[config.mk]
export PLATFORM = sky130hd
export DESIGN_NAME = mmu_walker
export DESIGN_NICKNAME = d
export VERILOG_FILES = /design/src/rtl/mmu_walker.sv
export SDC_FILE = /design/constraint.sdc
export NUM_CORES = 1
export LEC_CHECK = 0
export ABC_CLOCK_PERIOD_IN_PS = 8700
export CAP_MARGIN = 15
export CORE_ASPECT_RATIO = 0.8
export CORE_UTILIZATION = 45
export CTS_CLUSTER_DIAMETER = 200
export DETAILED_ROUTE_END_ITERATION = 8
export PLACE_DENSITY = 0.85
export SLEW_MARGIN = 10
export SYNTH_ARGS = -nofsm -noshare
export SYNTH_HDL_FRONTEND = slang
export SYNTH_SLANG_ARGS = --single-unit
[constraint.sdc]
create_clock -name clk -period 8.7 [get_ports clk]
set_clock_uncertainty 0.05 [all_clocks]
set_input_delay 1.305 -clock clk [delete_from_list [all_inputs] [get_ports clk]]
set_output_delay 1.305 -clock clk [all_outputs]
set_load 0.05 [all_outputs]
[src/rtl/mmu_walker.sv]
module mmu_walker (
  input  logic        clk,
  input  logic        rst_n,
  input  logic        mmu_on,
  input  logic        ap0_sys,
  input  logic        ap0_rom,
  input  logic [31:0] table_base,
  input  logic [31:0] domain_ctl,
  input  logic        req_valid,
  output logic        req_ready,
  input  logic [31:0] req_va,
  input  logic        req_write,
  input  logic        req_fetch,
  input  logic        req_user,
  input  logic        req_quiet,
  output logic        mem_rd,
  output logic [31:0] mem_addr,
  input  logic        mem_rvalid,
  input  logic [31:0] mem_rdata,
  output logic        rsp_valid,
  output logic        rsp_ok,
  output logic [31:0] rsp_pa,
  output logic [1:0]  rsp_level,
  output logic        rsp_partial,
  output logic [3:0]  rsp_status,
  output logic [31:0] fault_addr,
  output logic [7:0]  fault_stat,
  output logic        abort_data,
  output logic        abort_fetch
);

  typedef enum logic [2:0] {S_IDLE, S_L1_REQ, S_L1_WAIT, S_L2_REQ, S_L2_WAIT, S_DONE} st_t;

  localparam logic [3:0] ST_SEC_XLT  = 4'h5;
  localparam logic [3:0] ST_PG_XLT   = 4'h7;
  localparam logic [3:0] ST_SEC_DOM  = 4'h9;
  localparam logic [3:0] ST_PG_DOM   = 4'hB;
  localparam logic [3:0] ST_SEC_PERM = 4'hD;
  localparam logic [3:0] ST_PG_PERM  = 4'hF;

  st_t         st;
  logic [31:0] va, d1;
  logic        wr, fetch, user, quiet;

  function automatic logic [1:0] ap_level(input logic [1:0] ap, input logic [1:0] mode,
                                          input logic usr, input logic s, input logic r);
    if (mode == 2'd3) return 2'd2;
    case (ap)
      2'd0: case ({r, s})
              2'b01:   return usr ? 2'd0 : 2'd1;
              2'b10:   return 2'd1;
              default: return 2'd0;
            endcase
      2'd1: return usr ? 2'd0 : 2'd2;
      2'd2: return usr ? 2'd1 : 2'd2;
      default: return 2'd2;
    endcase
  endfunction

  function automatic logic [1:0] pick_ap(input logic [31:0] d, input logic [1:0] sel);
    case (sel)
      2'd0: return d[5:4];
      2'd1: return d[7:6];
      2'd2: return d[9:8];
      default: return d[11:10];
    endcase
  endfunction

  logic [3:0]  l1_dom;
  logic [1:0]  l1_mode, l2_mode, l1_lvl, l2_lvl, l2_ap;
  logic [31:0] l2_pa;
  logic        l2_part;

  assign l1_dom  = mem_rdata[8:5];
  assign l1_mode = domain_ctl[{l1_dom, 1'b0} +: 2];
  assign l2_mode = domain_ctl[{d1[8:5], 1'b0} +: 2];
  assign l1_lvl  = ap_level(mem_rdata[11:10], l1_mode, user, ap0_sys, ap0_rom);
  assign l2_lvl  = ap_level(l2_ap, l2_mode, user, ap0_sys, ap0_rom);

  always_comb begin
    case (mem_rdata[1:0])
      2'd1: begin
        l2_ap   = pick_ap(mem_rdata, va[15:14]);
        l2_pa   = {mem_rdata[31:16], va[15:0]};
        l2_part = 1'b0;
      end
      2'd2: begin
        l2_ap   = pick_ap(mem_rdata, va[11:10]);
        l2_pa   = {mem_rdata[31:12], va[11:0]};
        l2_part = !((mem_rdata[5:4] == mem_rdata[7:6]) && (mem_rdata[5:4] == mem_rdata[9:8]) &&
                    (mem_rdata[5:4] == mem_rdata[11:10]));
      end
      default: begin
        l2_ap   = mem_rdata[5:4];
        l2_pa   = {mem_rdata[31:10], va[9:0]};
        l2_part = 1'b1;
      end
    endcase
  end

  logic        fin, go_l2, f_ok, f_part;
  logic [31:0] f_pa;
  logic [1:0]  f_lvl;
  logic [3:0]  f_st, f_dom;

  always_comb begin
    fin = 1'b0; go_l2 = 1'b0; f_ok = 1'b0; f_pa = va; f_lvl = 2'd0;
    f_part = 1'b0; f_st = 4'h0; f_dom = 4'h0;
    case (st)
      S_IDLE: if (req_valid && !mmu_on) begin
        fin = 1'b1; f_ok = 1'b1; f_pa = req_va; f_lvl = 2'd2;
      end
      S_L1_WAIT: if (mem_rvalid) begin
        case (mem_rdata[1:0])
          2'd2: begin
            fin = 1'b1; f_dom = l1_dom;
            if (!l1_mode[0])                f_st = ST_SEC_DOM;
            else if (l1_lvl > {1'b0, wr}) begin
              f_ok = 1'b1; f_lvl = l1_lvl; f_pa = {mem_rdata[31:20], va[19:0]};
            end else                        f_st = ST_SEC_PERM;
          end
          2'd1: begin
            if (!l1_mode[0]) begin fin = 1'b1; f_dom = l1_dom; f_st = ST_PG_DOM; end
            else go_l2 = 1'b1;
          end
          default: begin fin = 1'b1; f_st = ST_SEC_XLT; end
        endcase
      end
      S_L2_WAIT: if (mem_rvalid) begin
        fin = 1'b1; f_dom = d1[8:5];
        if (mem_rdata[1:0] == 2'd0)      f_st = ST_PG_XLT;
        else if (l2_lvl > {1'b0, wr}) begin
          f_ok = 1'b1; f_lvl = l2_lvl; f_pa = l2_pa; f_part = l2_part;
        end else                         f_st = ST_PG_PERM;
      end
      default: ;
    endcase
  end

  always_ff @(posedge clk) begin
    if (!rst_n) begin
      st <= S_IDLE; va <= '0; d1 <= '0; wr <= 1'b0; fetch <= 1'b0; user <= 1'b0; quiet <= 1'b0;
      rsp_ok <= 1'b0; rsp_pa <= '0; rsp_level <= '0; rsp_partial <= 1'b0; rsp_status <= '0;
      fault_addr <= '0; fault_stat <= '0;
    end else begin
      if (st == S_IDLE && req_valid) begin
        va <= req_va; wr <= req_write; fetch <= req_fetch; user <= req_user; quiet <= req_quiet;
        if (mmu_on) st <= S_L1_REQ;
      end
      case (st)
        S_L1_REQ: st <= S_L1_WAIT;
        S_L2_REQ: st <= S_L2_WAIT;
        S_DONE:   st <= S_IDLE;
        S_L1_WAIT: if (go_l2) begin d1 <= mem_rdata; st <= S_L2_REQ; end
        default: ;
      endcase
      if (fin) begin
        st <= S_DONE;
        rsp_ok <= f_ok; rsp_pa <= f_pa; rsp_level <= f_lvl;
        rsp_partial <= f_part; rsp_status <= f_st;
        if (!f_ok && !fetch && !quiet) begin
          fault_addr <= va;
          fault_stat <= {f_dom, f_st};
        end
      end
    end
  end

  assign req_ready   = (st == S_IDLE);
  assign rsp_valid   = (st == S_DONE);
  assign mem_rd      = (st == S_L1_REQ) || (st == S_L2_REQ);
  assign mem_addr    = (st == S_L1_REQ) ? table_base + {18'b0, va[31:20], 2'b00} :
                       (st == S_L2_REQ) ? {d1[31:10], 10'b0} + {22'b0, va[19:12], 2'b00} : 32'h0;
  assign abort_data  = rsp_valid && !rsp_ok && !fetch && !quiet;
  assign abort_fetch = rsp_valid && !rsp_ok && fetch && !quiet;

  AST_RD_PULSE: assert property (@(posedge clk) disable iff (!rst_n) mem_rd |=> !mem_rd);
  AST_RSP_PULSE: assert property (@(posedge clk) disable iff (!rst_n) rsp_valid |=> !rsp_valid);
  AST_BYPASS: assert property (@(posedge clk) disable iff (!rst_n)
    (req_valid && req_ready && !mmu_on) |=> (rsp_valid && rsp_ok && rsp_pa == $past(req_va)));
  AST_ABORT_EXCL: assert property (@(posedge clk) disable iff (!rst_n) !(abort_data && abort_fetch));
  AST_FETCH_HOLDS_REGS: assert property (@(posedge clk) disable iff (!rst_n)
    abort_fetch |-> ($stable(fault_addr) && $stable(fault_stat)));
  AST_QUIET_HOLDS: assert property (@(posedge clk) disable iff (!rst_n)
    (rsp_valid && quiet) |-> (!abort_data && !abort_fetch && $stable(fault_stat)));
  AST_OK_LEVEL: assert property (@(posedge clk) disable iff (!rst_n)
    (rsp_valid && rsp_ok) |-> (rsp_status == 4'h0 && rsp_level > {1'b0, wr}));
  AST_PARTIAL_OK: assert property (@(posedge clk) disable iff (!rst_n)
    (rsp_valid && !rsp_ok) |-> !rsp_partial);

endmodule

==> run_results.csv <==
group,metric,value,unit
detailed_routing,viasPerCell,5.871,
setup_path,worstSetupPathType,"in -> out",
clock_network,clkLatencyLatePin,0.43,ns
global_route,track_usage,0.2995,
synthesis,synthesis.nets,1204,
setup_path,worst_setup_path_end_kind,"primary output",
sta,slew_viol_final,0,
floorplanning,initial_core_util,0.4687,
sta,hold_viol_final,0,
worst_hold_path,hp-class,"reg -> reg",
place,dp_cells,1452,
detailed_routing,wl_per_cell,19.12,microns
synthesis,yosys.area.top_type,"dfxtp_1",
detailed_routing,firstDrtPassIters,5,
sta,slew_headroom,0.2741,
synthesis,ys_seq_area_frac,0.3510,
place,numPortBuffers,253,
synthesis,synth-seq-cells,145,
place,gp_congestion,0.9890,
cells_and_area,fin_cells,1486,
synthesis,synth-main-ff-cell,"dfxtp_1",
clock_network,cts_resized,0,
floorplanning,ios,256,
synthesis,syn_area,8270,sq um
place,place_hpwl,20.38,mm
setup_path,required,7.34,ns
global_route,overflow,0,
floorplanning,core,17650,sq um
cells_and_area,layout_commonest_cell,"clkdlybuf4s50_1",
power_and_ir_drop,power,2.757,mW
synthesis,synthArstFlopShare,0,
place,place_ws,2.220,ns
sta,fin_crit_sh,0.7551,
sta,min_period,6.570,ns
clock_network,hold_buffers,0,
clock_network,clkSinkCount,145,
floorplanning,row_count,43,
clock_network,htreeDepth,4,
cells_and_area,area_growth_syn_to_layout,37.46,%
detailed_routing,drcViolationCount,0,
status,status,"finished, final reports clean",
flow_run,drv_cap,0,
setup_path,cp_max_fo,11,
clock_network,cts_tree,"yes",
detailed_routing,vias,8725,
floorplanning,die_h,123.3,microns
synthesis,synth_enable_flop_cells,0,
sta,final-setup-viol-count,0,
global_route,antenna_found_initial,0,
setup_path,start_kind,"primary input",
setup_path,arrival,5.21,ns
synthesis,syn_inst,1045,
power_and_ir_drop,power.density,242.5,nW/um^2
floorplanning,die_area,18930,sq um
global_route,grt_pass1_wl,43.75,mm
sta,rsz0062_at_grt,"false",
global_route,grt_max_degree,66,
clock_network,path_clk_slew,0.07,ns
detailed_routing,wl,28.41,mm
global_route,grt_pass1_vias,8021,
synthesis,syn_area_per_cell,7.914,sq um
clock_network,clk_root_buffer_cell,"clkbuf_16",
floorplanning,die_x,153.6,microns
clock_network,cts_buffers,17,
sta,fin_ws,2.130,ns
clock_network,clockBufferDepth,2,
power_and_ir_drop,vdd_ir_drop_max,0.1729,mV
synthesis,ys_types,74,
clock_network,cts_setup_buffers,0,
cells_and_area,drive_gt1_frac,0.05794,
sta,fmax,152.2,MHz
sta,tns,0,ns
synthesis,ys_top_cells_by_area,"dfxtp_1 35%, nand2_1 9.0%, mux2i_1 8.2%",
detailed_routing,drt_iter0_markers,585,
detailed_routing,final_antenna_net_count,0,
sta,worst_pin_slew,1.061,ns
cells_and_area,fin_nets,1406,
synthesis,synth_warnings,0,
cells_and_area,final_cell_mix,"252 x clkdlybuf4s50_1, 197 x nand2_1, 145 x dfxtp_1",
power_and_ir_drop,cellLeakagePower,4.056,nW
synthesis,synth_top_area_share,0.3510,
==> cells in the mapped netlist, types with 4 or more instances <==
cell / count
a221oi_1: 4
nand4_1: 14
a31oi_1: 23
inv_1: 21
o221ai_1: 10
o211ai_1: 6
o211a_1: 5
xor2_1: 6
dfxtp_1: 145
a21o_1: 5
and2_1: 7
xnor2_1: 18
a22oi_1: 12
o21ai_0: 55
buf_2: 8
nor2b_1: 6
nand3_1: 31
nor2_1: 93
o21bai_1: 4
nand2_1: 198
buf_6: 5
o31ai_1: 5
nand2b_1: 7
o21a_1: 6
ha_1: 19
a311oi_1: 4
buf_1: 7
mux4_2: 7
a211oi_1: 13
clkbuf_1: 59
o21ai_1: 9
a22o_1: 5
mux2i_1: 68
and3_1: 9
or3_1: 6
a21oi_1: 73
nor3_1: 9
==> per-stage QoR <==
stage / util / hold WS (ns) / instance area (sq um)
global route: 0.6441 / 0.4310 / 11370
CTS: 0.6436 / 0.4120 / 11360
finish: 0.6442 / 0.4126 / 11370
floorplan: - / 0.3996 / 8270
global placement: 0.6125 / 0.3949 / 10810
detailed placement: 0.6125 / 0.4000 / 10810
==> per-layer routing <==
metal,vias to the layer above,global-route usage,wire length (microns)
li1,4116,-,-
met2,436,0.4974,12910
met3,46,0.08517,2734
met1,4127,0.3785,12160
met5,-,0,0
met4,0,0.09188,599
==> power by group <==
part	internal (mW)	switching, mW	leakage (nW)	total [mW]
clock	0.374	0.321	0.267	0.695
combinational	0.419	0.796	2.61	1.22
sequential	0.761	0.0859	1.18	0.846
==> state kept, by name (all words and copies together), names as in the netlist <==
register / flops
rsp_status: 4
user: 1
rsp_pa: 32
d1: 26
fault_stat: 8
fault_addr: 32
rsp_level: 2
quiet: 1
rsp_ok: 1
wr: 1
rsp_partial: 1
st: 3
fetch: 1
va: 32
==> critical path, stage by stage <==
cell and delay (ns):
clkdlybuf4s50_1 0.44, ha_1 0.38, nand3_1 0.09, o211ai_1 0.24
o21a_1 0.24, a21oi_1 0.12, a21oi_1 0.75, or3b_2 0.51
xor2_1 0.15, a21oi_1 0.15, clkdlybuf4s50_1 0.82
==> final cells by class <==
cell class | instances | area, sq um
multi-input combinational | 797 | 4936
sequential | 145 | 2903
antenna | 1 | 2.502
fill | 1494 | 6279
clock buffer | 18 | 429.2
clock inverter | 14 | 121.4
timing repair buffer | 264 | 2613
tap | 225 | 281.5
inverter | 22 | 82.58
==> final timing paths <==
path / from / end / slack [ns] / cells after the start
worst max-delay path: table_base[6] / mem_addr[31] / 2.13 / 11
worst min-delay path: fault_addr[6]$_SDFFE_PN0P_ / fault_addr[6]$_SDFFE_PN0P_ / 0.41 / 2
worst max register to register: d1[6]$_SDFFE_PN0P_ / rsp_pa[21]$_SDFFE_PN0P_ / 4.32 / 10
worst min register to register: fault_addr[6]$_SDFFE_PN0P_ / fault_addr[6]$_SDFFE_PN0P_ / 0.41 / 2
==> logic make-up (layout without fill, tap and decap cells) <==
group | after synthesis | count (layout) | synth area share
AOI/OAI and AO/OA | 270 | 270 | 0.2110
xor gates and xnor gates | 24 | 24 | 0.02542
adders and majority gates | 21 | 21 | 0.03238
buffers and inverters | 103 | 318 | 0.05340
DFF | 145 | 145 | 0.3510
muxes | 81 | 81 | 0.1132
other | 0 | 1 | 0
and+or+nand+nor | 401 | 401 | 0.2136
(Power assumes the default switching activity.)
